--- config.mk ---
export PLATFORM = sky130hd
export DESIGN_NAME = msa_seq
export DESIGN_NICKNAME = d
export VERILOG_FILES = /design/src/rtl/msa_pkg.sv /design/src/rtl/msa_gap_timer.sv /design/src/rtl/msa_ras_tracker.sv /design/src/rtl/msa_addr_gen.sv /design/src/rtl/msa_seq.sv
export SDC_FILE = /design/constraint.sdc
export NUM_CORES = 1
export LEC_CHECK = 0
export CAP_MARGIN = 30
export CORE_MARGIN = 2
export CORE_UTILIZATION = 35
export CTS_BUF_LIST = sky130_fd_sc_hd__clkbuf_16
export DETAILED_ROUTE_END_ITERATION = 8
export GPL_TIMING_DRIVEN = 0
export PLACE_DENSITY = 0.62
export SETUP_SLACK_MARGIN = 0.2
export SYNTH_ARGS = -nofsm -noshare
export SYNTH_HDL_FRONTEND = slang
export SYNTH_SLANG_ARGS = --single-unit
export TNS_END_PERCENT = 30
--- constraint.sdc ---
create_clock -name clk -period 2.75 [get_ports clk]
set_input_delay 0.6875 -clock clk [delete_from_list [all_inputs] [get_ports clk]]
set_output_delay 0.6875 -clock clk [all_outputs]
set_load 0.02 [all_outputs]
--- src/rtl/msa_pkg.sv ---
package msa_pkg;
  typedef enum logic [2:0] {
    CMD_NOP = 3'd0,
    CMD_ACT = 3'd1,
    CMD_WR  = 3'd2,
    CMD_RD  = 3'd3,
    CMD_PRE = 3'd4
  } cmd_e;

  typedef enum logic [3:0] {
    ST_IDLE,
    ST_FACT,
    ST_FWR,
    ST_FPRE,
    ST_OACT1,
    ST_OPRE,
    ST_OACT2,
    ST_RRD,
    ST_RPRE,
    ST_FIN
  } st_e;
endpackage

--- src/rtl/msa_gap_timer.sv ---
module msa_gap_timer #(
  parameter int GAP_W = 8
) (
  input  logic             clk,
  input  logic             rst,
  input  logic             load,
  input  logic [GAP_W-1:0] load_val,
  output logic             ready
);
  logic [GAP_W-1:0] cnt;

  always_ff @(posedge clk) begin
    if (rst)
      cnt <= '0;
    else if (load)
      cnt <= load_val;
    else if (cnt != '0)
      cnt <= cnt - 1'b1;
  end

  assign ready = (cnt == '0);


  gap_load_chk: assert property (@(posedge clk) disable iff (rst)
    load |-> ready);
endmodule

--- src/rtl/msa_ras_tracker.sv ---
module msa_ras_tracker #(
  parameter int T_RAS = 40
) (
  input  logic clk,
  input  logic rst,
  input  logic act_issue,
  output logic ras_met
);
  localparam int CW = $clog2(T_RAS + 1);
  localparam logic [CW-1:0] RAS_L = CW'(T_RAS);

  logic [CW-1:0] cnt;

  always_ff @(posedge clk) begin
    if (rst)
      cnt <= RAS_L;
    else if (act_issue)
      cnt <= CW'(1);
    else if (cnt < RAS_L)
      cnt <= cnt + 1'b1;
  end

  assign ras_met = (cnt >= RAS_L);


  ras_sat_chk: assert property (@(posedge clk) disable iff (rst)
    (ras_met && !act_issue) |=> ras_met);
endmodule

--- src/rtl/msa_addr_gen.sv ---
module msa_addr_gen #(
  parameter int ROW_W    = 16,
  parameter int COL_W    = 10,
  parameter int MAX_GLOG = 5,
  parameter int BURSTS   = 8,
  parameter int BL       = 8
) (
  input  logic                clk,
  input  logic                rst,
  input  logic [ROW_W-1:0]    row_src,
  input  logic [2:0]          glog,
  input  logic                row_clr,
  input  logic                row_adv,
  input  logic                bst_clr,
  input  logic                bst_adv,
  output logic [ROW_W-1:0]    init_row,
  output logic [COL_W-1:0]    col,
  output logic [MAX_GLOG-1:0] row_idx,
  output logic                last_row,
  output logic                last_bst
);
  localparam int BST_W = (BURSTS > 1) ? $clog2(BURSTS) : 1;

  logic [BST_W-1:0]    bcnt;
  logic [MAX_GLOG-1:0] ridx;
  logic [ROW_W-1:0]    gmask;

  always_ff @(posedge clk) begin
    if (rst) begin
      ridx <= '0;
      bcnt <= '0;
    end else begin
      if (row_clr)
        ridx <= '0;
      else if (row_adv)
        ridx <= ridx + 1'b1;
      if (bst_clr)
        bcnt <= '0;
      else if (bst_adv)
        bcnt <= bcnt + 1'b1;
    end
  end

  assign gmask    = (ROW_W'(1) << glog) - ROW_W'(1);
  assign init_row = (row_src & ~gmask) | ROW_W'(ridx);
  assign last_row = (ridx == gmask[MAX_GLOG-1:0]);
  assign last_bst = (bcnt == BST_W'(BURSTS - 1));
  assign col      = COL_W'(BL) * COL_W'(bcnt);
  assign row_idx  = ridx;


  row_wrap_chk: assert property (@(posedge clk) disable iff (rst)
    row_adv |-> !last_row);


  bst_wrap_chk: assert property (@(posedge clk) disable iff (rst)
    bst_adv |-> !last_bst);
endmodule

--- src/rtl/msa_seq.sv ---
module msa_seq
  import msa_pkg::*;
#(
  parameter int ROW_W    = 16,
  parameter int COL_W    = 10,
  parameter int BANK_W   = 3,
  parameter int DQ_W     = 64,
  parameter int MAX_GLOG = 5,
  parameter int BURSTS   = 8,
  parameter int BL       = 8,
  parameter int GAP_W    = 8,
  parameter int REP_W    = 8,
  parameter int T_RCD    = 4,
  parameter int T_RAS    = 40,
  parameter int T_RP     = 5,
  parameter int T_CCD    = 4,
  parameter int T_WR     = 6,
  parameter int T_RTP    = 3,
  parameter int DEF_REP  = 100
) (
  input  logic                     clk,
  input  logic                     rst,
  input  logic                     start,
  input  logic [ROW_W-1:0]         row_a,
  input  logic [ROW_W-1:0]         row_b,
  input  logic [BANK_W-1:0]        bank,
  input  logic [2:0]               grp_log,
  input  logic [(1<<MAX_GLOG)-1:0] pattern,
  input  logic [GAP_W-1:0]         short_ras,
  input  logic [GAP_W-1:0]         short_rp,
  input  logic [REP_W-1:0]         rep_cnt,
  output logic [2:0]               cmd,
  output logic [BANK_W-1:0]        cmd_bank,
  output logic [ROW_W-1:0]         cmd_addr,
  output logic [DQ_W-1:0]          cmd_wdata,
  output logic                     busy,
  output logic                     done
);
  localparam int PAT_W = 1 << MAX_GLOG;
  localparam logic [GAP_W-1:0] L_RCD = GAP_W'(T_RCD - 1);
  localparam logic [GAP_W-1:0] L_RP  = GAP_W'(T_RP - 1);
  localparam logic [GAP_W-1:0] L_CCD = GAP_W'(T_CCD - 1);
  localparam logic [GAP_W-1:0] L_WR  = GAP_W'(T_WR - 1);
  localparam logic [GAP_W-1:0] L_RTP = GAP_W'(T_RTP - 1);

  st_e st, nxt;

  // captured run settings
  logic [ROW_W-1:0]  ra_q, rb_q;
  logic [BANK_W-1:0] bank_q;
  logic [2:0]        glog_q;
  logic [PAT_W-1:0]  pat_q;
  logic [GAP_W-1:0]  sras_q, srp_q;
  logic [REP_W-1:0]  rep_left;

  // registered outputs
  cmd_e              cmd_q;
  logic [ROW_W-1:0]  addr_q;
  logic [BANK_W-1:0] cbank_q;
  logic [DQ_W-1:0]   wdata_q;
  logic              done_q;

  // next-cycle decisions
  cmd_e              c_nxt;
  logic [ROW_W-1:0]  a_nxt;
  logic              d_bit;
  logic              t_load;
  logic [GAP_W-1:0]  t_val;
  logic              act_iss;
  logic              latch, rep_dec, done_n;
  logic              row_clr, row_adv, bst_clr, bst_adv;

  // sub-block results
  logic                t_ready, ras_met;
  logic [ROW_W-1:0]    init_row;
  logic [COL_W-1:0]    col;
  logic [MAX_GLOG-1:0] row_idx;
  logic                last_row, last_bst;

  logic [2:0]       glog_cl;
  logic [GAP_W-1:0] sras_cl, srp_cl;
  logic [REP_W-1:0] rep_cl;

  always_comb begin
    if (grp_log == 3'd0)
      glog_cl = 3'd1;
    else if (grp_log > 3'(MAX_GLOG))
      glog_cl = 3'(MAX_GLOG);
    else
      glog_cl = grp_log;
    sras_cl = (short_ras == '0) ? GAP_W'(1) : short_ras;
    srp_cl  = (short_rp == '0) ? GAP_W'(1) : short_rp;
    rep_cl  = (rep_cnt == '0) ? REP_W'(DEF_REP) : rep_cnt;
  end

  msa_gap_timer #(.GAP_W(GAP_W)) u_timer (
    .clk      (clk),
    .rst      (rst),
    .load     (t_load),
    .load_val (t_val),
    .ready    (t_ready)
  );

  msa_ras_tracker #(.T_RAS(T_RAS)) u_ras (
    .clk       (clk),
    .rst       (rst),
    .act_issue (act_iss),
    .ras_met   (ras_met)
  );

  msa_addr_gen #(
    .ROW_W    (ROW_W),
    .COL_W    (COL_W),
    .MAX_GLOG (MAX_GLOG),
    .BURSTS   (BURSTS),
    .BL       (BL)
  ) u_addr (
    .clk      (clk),
    .rst      (rst),
    .row_src  (ra_q),
    .glog     (glog_q),
    .row_clr  (row_clr),
    .row_adv  (row_adv),
    .bst_clr  (bst_clr),
    .bst_adv  (bst_adv),
    .init_row (init_row),
    .col      (col),
    .row_idx  (row_idx),
    .last_row (last_row),
    .last_bst (last_bst)
  );

  always_comb begin
    nxt     = st;
    c_nxt   = CMD_NOP;
    a_nxt   = '0;
    d_bit   = 1'b0;
    t_load  = 1'b0;
    t_val   = '0;
    act_iss = 1'b0;
    latch   = 1'b0;
    rep_dec = 1'b0;
    done_n  = 1'b0;
    row_clr = 1'b0;
    row_adv = 1'b0;
    bst_clr = 1'b0;
    bst_adv = 1'b0;
    unique case (st)
      ST_IDLE: if (start) begin
        latch   = 1'b1;
        row_clr = 1'b1;
        bst_clr = 1'b1;
        nxt     = ST_FACT;
      end
      ST_FACT: if (t_ready) begin
        c_nxt   = CMD_ACT;
        a_nxt   = init_row;
        act_iss = 1'b1;
        t_load  = 1'b1;
        t_val   = L_RCD;
        nxt     = ST_FWR;
      end
      ST_FWR: if (t_ready) begin
        c_nxt  = CMD_WR;
        a_nxt  = ROW_W'(col);
        d_bit  = pat_q[row_idx];
        t_load = 1'b1;
        if (last_bst) begin
          t_val   = L_WR;
          bst_clr = 1'b1;
          nxt     = ST_FPRE;
        end else begin
          t_val   = L_CCD;
          bst_adv = 1'b1;
        end
      end
      ST_FPRE: if (t_ready && ras_met) begin
        c_nxt  = CMD_PRE;
        t_load = 1'b1;
        t_val  = L_RP;
        if (last_row) begin
          row_clr = 1'b1;
          nxt     = ST_OACT1;
        end else begin
          row_adv = 1'b1;
          nxt     = ST_FACT;
        end
      end
      ST_OACT1: if (t_ready) begin
        c_nxt   = CMD_ACT;
        a_nxt   = ra_q;
        act_iss = 1'b1;
        t_load  = 1'b1;
        t_val   = sras_q - 1'b1;
        nxt     = ST_OPRE;
      end
      ST_OPRE: if (t_ready) begin
        c_nxt  = CMD_PRE;
        t_load = 1'b1;
        t_val  = srp_q - 1'b1;
        nxt    = ST_OACT2;
      end
      ST_OACT2: if (t_ready) begin
        c_nxt   = CMD_ACT;
        a_nxt   = rb_q;
        act_iss = 1'b1;
        t_load  = 1'b1;
        t_val   = L_RCD;
        nxt     = ST_RRD;
      end
      ST_RRD: if (t_ready) begin
        c_nxt  = CMD_RD;
        a_nxt  = ROW_W'(col);
        t_load = 1'b1;
        if (last_bst) begin
          t_val   = L_RTP;
          bst_clr = 1'b1;
          nxt     = ST_RPRE;
        end else begin
          t_val   = L_CCD;
          bst_adv = 1'b1;
        end
      end
      ST_RPRE: if (t_ready && ras_met) begin
        c_nxt  = CMD_PRE;
        t_load = 1'b1;
        t_val  = L_RP;
        if (rep_left == REP_W'(1)) begin
          nxt = ST_FIN;
        end else begin
          rep_dec = 1'b1;
          row_clr = 1'b1;
          nxt     = ST_FACT;
        end
      end
      ST_FIN: if (t_ready) begin
        done_n = 1'b1;
        nxt    = ST_IDLE;
      end
      default: nxt = ST_IDLE;
    endcase
  end

  always_ff @(posedge clk) begin
    if (rst) begin
      st       <= ST_IDLE;
      cmd_q    <= CMD_NOP;
      addr_q   <= '0;
      cbank_q  <= '0;
      wdata_q  <= '0;
      done_q   <= 1'b0;
      ra_q     <= '0;
      rb_q     <= '0;
      bank_q   <= '0;
      glog_q   <= 3'd1;
      pat_q    <= '0;
      sras_q   <= GAP_W'(1);
      srp_q    <= GAP_W'(1);
      rep_left <= '0;
    end else begin
      st      <= nxt;
      cmd_q   <= c_nxt;
      addr_q  <= a_nxt;
      cbank_q <= (c_nxt != CMD_NOP) ? bank_q : '0;
      wdata_q <= (c_nxt == CMD_WR) ? {DQ_W{d_bit}} : '0;
      done_q  <= done_n;
      if (latch) begin
        ra_q     <= row_a;
        rb_q     <= row_b;
        bank_q   <= bank;
        glog_q   <= glog_cl;
        pat_q    <= pattern;
        sras_q   <= sras_cl;
        srp_q    <= srp_cl;
        rep_left <= rep_cl;
      end else if (rep_dec) begin
        rep_left <= rep_left - 1'b1;
      end
    end
  end

  assign cmd       = cmd_q;
  assign cmd_bank  = cbank_q;
  assign cmd_addr  = addr_q;
  assign cmd_wdata = wdata_q;
  assign busy      = (st != ST_IDLE);
  assign done      = done_q;


  start_hold_chk: assert property (@(posedge clk) disable iff (rst)
    (busy && start) |=> ($stable(ra_q) && $stable(rb_q) && $stable(rep_left)));


  done_pulse_chk: assert property (@(posedge clk) disable iff (rst)
    done |=> !done);


  done_idle_chk: assert property (@(posedge clk) disable iff (rst)
    done |-> !busy);


  idle_nop_chk: assert property (@(posedge clk) disable iff (rst)
    ($past(st) == ST_IDLE) |-> (cmd_q == CMD_NOP));


  pre_ras_chk: assert property (@(posedge clk) disable iff (rst)
    (cmd_q == CMD_PRE && ($past(st) == ST_FPRE || $past(st) == ST_RPRE)) |-> ras_met);


  rep_live_chk: assert property (@(posedge clk) disable iff (rst)
    busy |-> (rep_left != '0));
endmodule

Yosys cells after proc, flatten, opt, wreduce, memory -nomap -nowiden:

Cells that the tools add are included.

* shift-type cells: 1
* bitwise logic cells: 6
* $add $sub $neg: 8
* magnitude comparators: 4
* mux-type cells: 71
* eq/ne operators: 25
* reductions and logical operators: 25

Operators with widths (count)
* $mux W8: 9
* $pmux W16 S4: 1
* $mux W4: 13
* $mux W16: 3
* $pmux W8 S6: 1
* $pmux W4 S10: 1
* $logic_not A8 Y1: 4
* $sub A8 B1 Y8 const B: 4
* $mux W3: 8
* $ne A2 B2 Y1 const B: 12
* $mux W1: 23
* $mux W6: 3
* $reduce_or A2 Y1: 9
* $and A16 B16 Y16: 1
* $eq A4 B3 Y1 const B: 4
* $not A16 Y16: 1
* $or A16 B5 Y16: 1
* $shl A1 B3 Y16 const A: 1
* $sub A16 B2 Y16 const B: 1
* $pmux W3 S5: 1
* $reduce_and A12 Y1: 1
* $eq A4 B2 Y1 const B: 2
* $eq A4 B4 Y1 const B: 2
* $eq A8 B1 Y1 const B: 1
* other kinds (25): 33

* logic and storage cells: 159
* output and inout port bits: 88
* flip-flop bits (word level): 144

Longest topological paths before layout:

* depth in word-level cells: 7
* mapped depth: 12
* gate-level depth less buffers: 8

By module:

A second synthesis with hierarchy kept.

* cell total of the unflattened synthesis: 911
* area, all modules: 7494.7 um^2

Modules (own cells, without submodules)
* msa_seq: cells each 743, area each 5992.0 um^2, instances 1
* msa_addr_gen: cells each 85, area each 729.4 um^2, instances 1
* msa_gap_timer: cells each 53, area each 475.5 um^2, instances 1
* msa_ras_tracker: cells each 30, area each 297.8 um^2, instances 1

Worst setup path after synthesis:

No wires, ideal clock.

* path type: register to register
* start: register glog_q[2]
* end: register u_addr.ridx[2], in the netlist u_addr.row_idx[2]
* arrival time: 2.420 ns
* cell stages (with the launch flop): 13
* path buffers: 4
* setup time: 0.139 ns
* slack: 0.191 ns
* path through: dfxtp_1 -> clkbuf_1 -> clkbuf_1 -> nor2_1 -> nand2_1 -> ha_1 -> clkbuf_1 -> nand3b_1 -> a21oi_1 -> or4_1 -> clkbuf_1 -> o211ai_1 -> o311ai_1

* longest elaborated chain between the ends: 7

Ends and longest elaborated chain
* from (decl): RTL line msa_seq.sv:51 `logic [2:0] glog_q;`
* from (signal assigned): RTL line msa_seq.sv:271 `glog_q <= glog_cl;`
* $shl A1 B3 Y16 *: RTL line msa_addr_gen.sv:44 `assign gmask = (ROW_W'(1) << glog) - ROW_W'(1);`
* $sub A16 B2 Y16 *: RTL line msa_addr_gen.sv:44
* $eq A5 B5 Y1 *: RTL line msa_addr_gen.sv:46 `assign last_row = (ridx == gmask[MAX_GLOG-1:0]);`
* $mux W1: RTL line msa_seq.sv:181 `if (last_row) begin`
* $mux W1: RTL line msa_seq.sv:177 `ST_FPRE: if (t_ready && ras_met) begin`
* $pmux W1 S3: RTL line msa_seq.sv:148 `unique case (st)`
* $reduce_or A2 Y1 (no line)
* to (signal assigned): RTL line msa_addr_gen.sv:36 `ridx <= ridx + 1'b1;`
* to (decl): RTL line msa_addr_gen.sv:25 `logic [MAX_GLOG-1:0] ridx;`

Mark *: on every way between the ends. The rest lies on a longest branch, timed or not.
A chain may end at the register's enable or synchronous reset.

Worst setup path in the final report:

* start: register st[3]
* end: output port busy

* longest elaborated chain between the ends: 1

Ends and longest elaborated chain
* from (decl): RTL line msa_seq.sv:46 `st_e st, nxt;`
* from (signal assigned): RTL line msa_seq.sv:261 `st <= nxt;`
* $reduce_bool A4 Y1: RTL line msa_seq.sv:286 `assign busy = (st != ST_IDLE);`
* to (decl): RTL line msa_seq.sv:36 `output logic busy,`

Every way passes these cells.

==> impl_metrics.csv <==
group,metric,value,unit
global_route,grt_pass1_vias,6581,
floorplan,die_height,148,um
yosys,syn-num-nets,1021,
global_route,antenna_found_initial,0,
timing,worstMarginPinSlew,0.783,ns
worst_setup_path,r2r-start,"glog_q[2]",
final_layout,diodes,0,
detailed_routing,route.detailed.drc,0,
place,gp_congestion,0.918,
yosys,seq_area_frac_synth,39.5,%
yosys,ys.warnings.count,0,
timing,holdWs,0.425,ns
detailed_routing,drt_iter0_drc,446,
place,port_buffers,184,
clocking,path_clk_slew,0.06,ns
final_layout,final_area,0.0103,mm^2
detailed_routing,wirelength,21300,um
yosys,synth-seq-cells,144,
place,placed_area,0.00951,mm^2
yosys,synth_edf_count,0,
timing,max_freq,386,MHz
floorplan,die_x,148,um
timing,rsz0062_at_grt,"yes",
worst_setup_path,critPathArrivalTime,1.90,ns
worst_setup_path,start_kind,"register",
worst_setup_path,r2r_slack,0.18,ns
timing,finClkSkew,0.0124,ns
worst_hold_path,hold_end,"cmd_bank[0]",
power_and_ir_drop,power.leakage,0.00385,uW
run,maxCapViolations,0,
worst_hold_path,hold_path_class,"reg2reg",
clocking,clk_path_buf_depth,2,
detailed_routing,wl_per_cell,15.2,um
worst_setup_path,path_max_fanout,10,
yosys,syn_avg_cell_area,8.01,um^2
worst_setup_path,r2r_cells,12,
detailed_routing,num_vias,7030,
clocking,clk_latency,0.44,ns
yosys,synthArstFlopShare,0,%
floorplan,die-area,0.0220,mm^2
yosys,synth_top_cell_by_area,"dfxtp_1",
place,dp_hpwl,15800,um
clocking,numCtsBuffers,17,
final_layout,seq_area,0.00289,mm^2
floorplan,num_rows,52,
yosys,postSynthCellCount,912,
timing,fin_crit_sh,94.3,%
final_layout,num-fill-cells,1968,
power_and_ir_drop,power_density,734,mW/mm^2
status,status,"finished, final reports clean",
global_route,grt_pass1_wl,33900,um
timing,final_max_slew_viol_count,0,
timing,hold_viol,0,
yosys,synth_area,0.00730,mm^2
timing,slew_headroom,47.8,%
global_route,grt_start_max_net_pins,49,
yosys,synthFlopType,"dfxtp_1",
timing,period_minus_slack,2.59,ns
final_layout,syn2layout_area_growth,40.6,%
final_layout,final_cells,1407,
clocking,tritoncts,"done",
global_route,grt_overflow,0,
clocking,hold_buffers,0,
clocking,htree_levels,4,
clocking,cts-root-buf,"clkbuf_16",
detailed_routing,postRouteAntennaNets,0,
final_layout,nNetsFinal,1233,
place,dpl.cell_count,1367,
detailed_routing,vias_per_cell,5.00,
floorplan,ios,185,
worst_hold_path,hold_path_depth,2,
global_route,track_usage,19.4,%
yosys,yosysTopAreaCellShare,39.5,%
detailed_routing,drt-pass1-iter-count,7,
yosys,synthTopCellsByArea,"dfxtp_1 (39%), nand2_1 (10%), a21oi_1 (7.3%), buf_4 (6.5%), mux4_2 (3.1%)",
worst_setup_path,crit_type,"reg2out",
worst_setup_path,r2r-end,"u_addr.row_idx[2]",
final_layout,final_util,50.4,%
worst_hold_path,hold_start,"bank_q[0]",
floorplan,initial_utilization,35.9,%
final_layout,multi_input_area,0.00369,mm^2
timing,setup_viol_count_final,0,
floorplan,coreArea,0.0204,mm^2
worst_setup_path,cp.required,2.06,ns
yosys,yosysUniqueCellTypes,69,
worst_setup_path,endpoint_kind,"output pin",
power_and_ir_drop,vdd_drop_max,0.551,mV
clocking,clkSinkCount,144,
final_layout,drive_gt1_share,13.2,%
==> metrics by stage <==
step | setup slack, ns | setup TNS (ns) | power, uW
2_1_floorplan | 0.225 | 0 | 4370
3_3_place_gp | -0.407 | -33.62 | 5160
3_5_place_dp | -0.364 | -6.59 | 5180
4_1_cts | 0.0907 | 0 | 7560
5_1_grt | 0.0403 | 0 | 7990
6_report | 0.158 | 0 | 7540
==> layout make-up <==
type | count | area share [%]
clock buffers | 17 | 4.14
well taps | 270 | 3.29
plain buffers | 121 | 7.32
clock inverters | 15 | 1.44
flip-flops and latches | 144 | 28.1
multi-input cells | 624 | 35.9
inverters | 23 | 0.840
repair buffers | 193 | 19.0
==> flip-flops by register name, indices dropped and copies added, names as in the netlist <==
| register | flops |
|---|---|
| srp_q | 8 |
| pat_q | 32 |
| rb_q | 16 |
| u_ras.cnt | 6 |
| glog_q | 3 |
| done | 1 |
| sras_q | 8 |
| u_addr.row_idx | 5 |
| cmd_wdata | 1 |
| bank_q | 3 |
| cmd_addr | 16 |
| u_timer.cnt | 8 |
| st | 4 |
| rep_left | 8 |
| ra_q | 16 |
| cmd | 3 |
| cmd_bank | 3 |
| u_addr.bcnt | 3 |
==> power breakdown <==
group	internal (uW)	switching, uW	leakage, uW
clock	1270	996	0.000274
sequential	2400	272	0.00118
combinational	1040	1560	0.00240
==> cells in the final DEF (no fill, tap or decap), types with 9 or more instances in the layout <==
cell | Yosys | final
clkbuf_16 | 0 | 19
buf_4 | 63 | 69
nor2_1 | 45 | 44
o21ai_0 | 17 | 17
dfxtp_1 | 144 | 143
nor3_1 | 19 | 18
xnor2_1 | 12 | 12
clkbuf_1 | 51 | 39
clkdlybuf4s50_1 | 0 | 183
nand3_1 | 20 | 20
xor2_1 | 15 | 15
nand2b_1 | 9 | 9
mux4_2 | 10 | 10
a211oi_1 | 9 | 9
a22oi_1 | 10 | 10
nor4_1 | 10 | 9
a21oi_1 | 106 | 106
ha_1 | 12 | 11
o21ai_1 | 13 | 12
inv_1 | 21 | 21
nand2_1 | 198 | 197
==> worst max-delay path: stages (launching register included) <==
cell and delay (ns):
dfxtp_1 0.31, clkbuf_1 0.24, nor4_4 0.42, inv_1 0.16, dlygate4sd2_1 0.35
==> cells in the mapped netlist, drive strengths merged, types with 9 or more instances <==
master and number:
dfxtp 144, a22oi 10, nor2 45, nor3 21, a211oi 11, nor4 12
mux4 10, inv 23, nand3 20, o21ai 30, a21oi 106, ha 12
nand2b 9, buf 70, xnor2 12, or3 9, nand2 199, clkbuf 51
xor2 15
==> how the worst max path moves through the flow <==
stage,start,to,slack [ns],depth (start not counted)
floorplan,glog_q[2],u_addr.row_idx[2],0.23,12
global placement,cmd_wdata[0],cmd_wdata[53],-0.41,2
detailed placement,start,glog_q[0],-0.36,6
CTS,cmd_wdata[0],cmd_wdata[41],0.09,3
global route,st[3],busy,0.04,4
finish,st[3],busy,0.16,4
==> cell families (layout without fill, tap and decap cells) <==
family,count (synthesis),count (layout),share of synthesized area [%]
AND/OR/NAND/NOR,353,353,22.4
buffers and inverters,144,369,10.7
AO/OA/AOI/OAI,219,219,18.7
XOR/XNOR,27,27,3.24
adder cells (fa/ha/maj),12,12,2.06
multiplexers,13,13,3.49
flip-flops,144,144,39.5
==> metal layers <==
layer | GRT usage [%] | part of all wire (%)
met1 | 24.8 | 44
met4 | 6.71 | 1.8
met5 | 0 | 0
met2 | 32.0 | 46
met3 | 4.69 | 7.4
==> what timing repair did <==
item	CTS	global route
endpoints found under the setup margin	136	146
pin swaps	5	0
gates resized for setup	26	7
setup buffers	5	2
gates cloned	0	1
(Power assumes the default switching activity.)
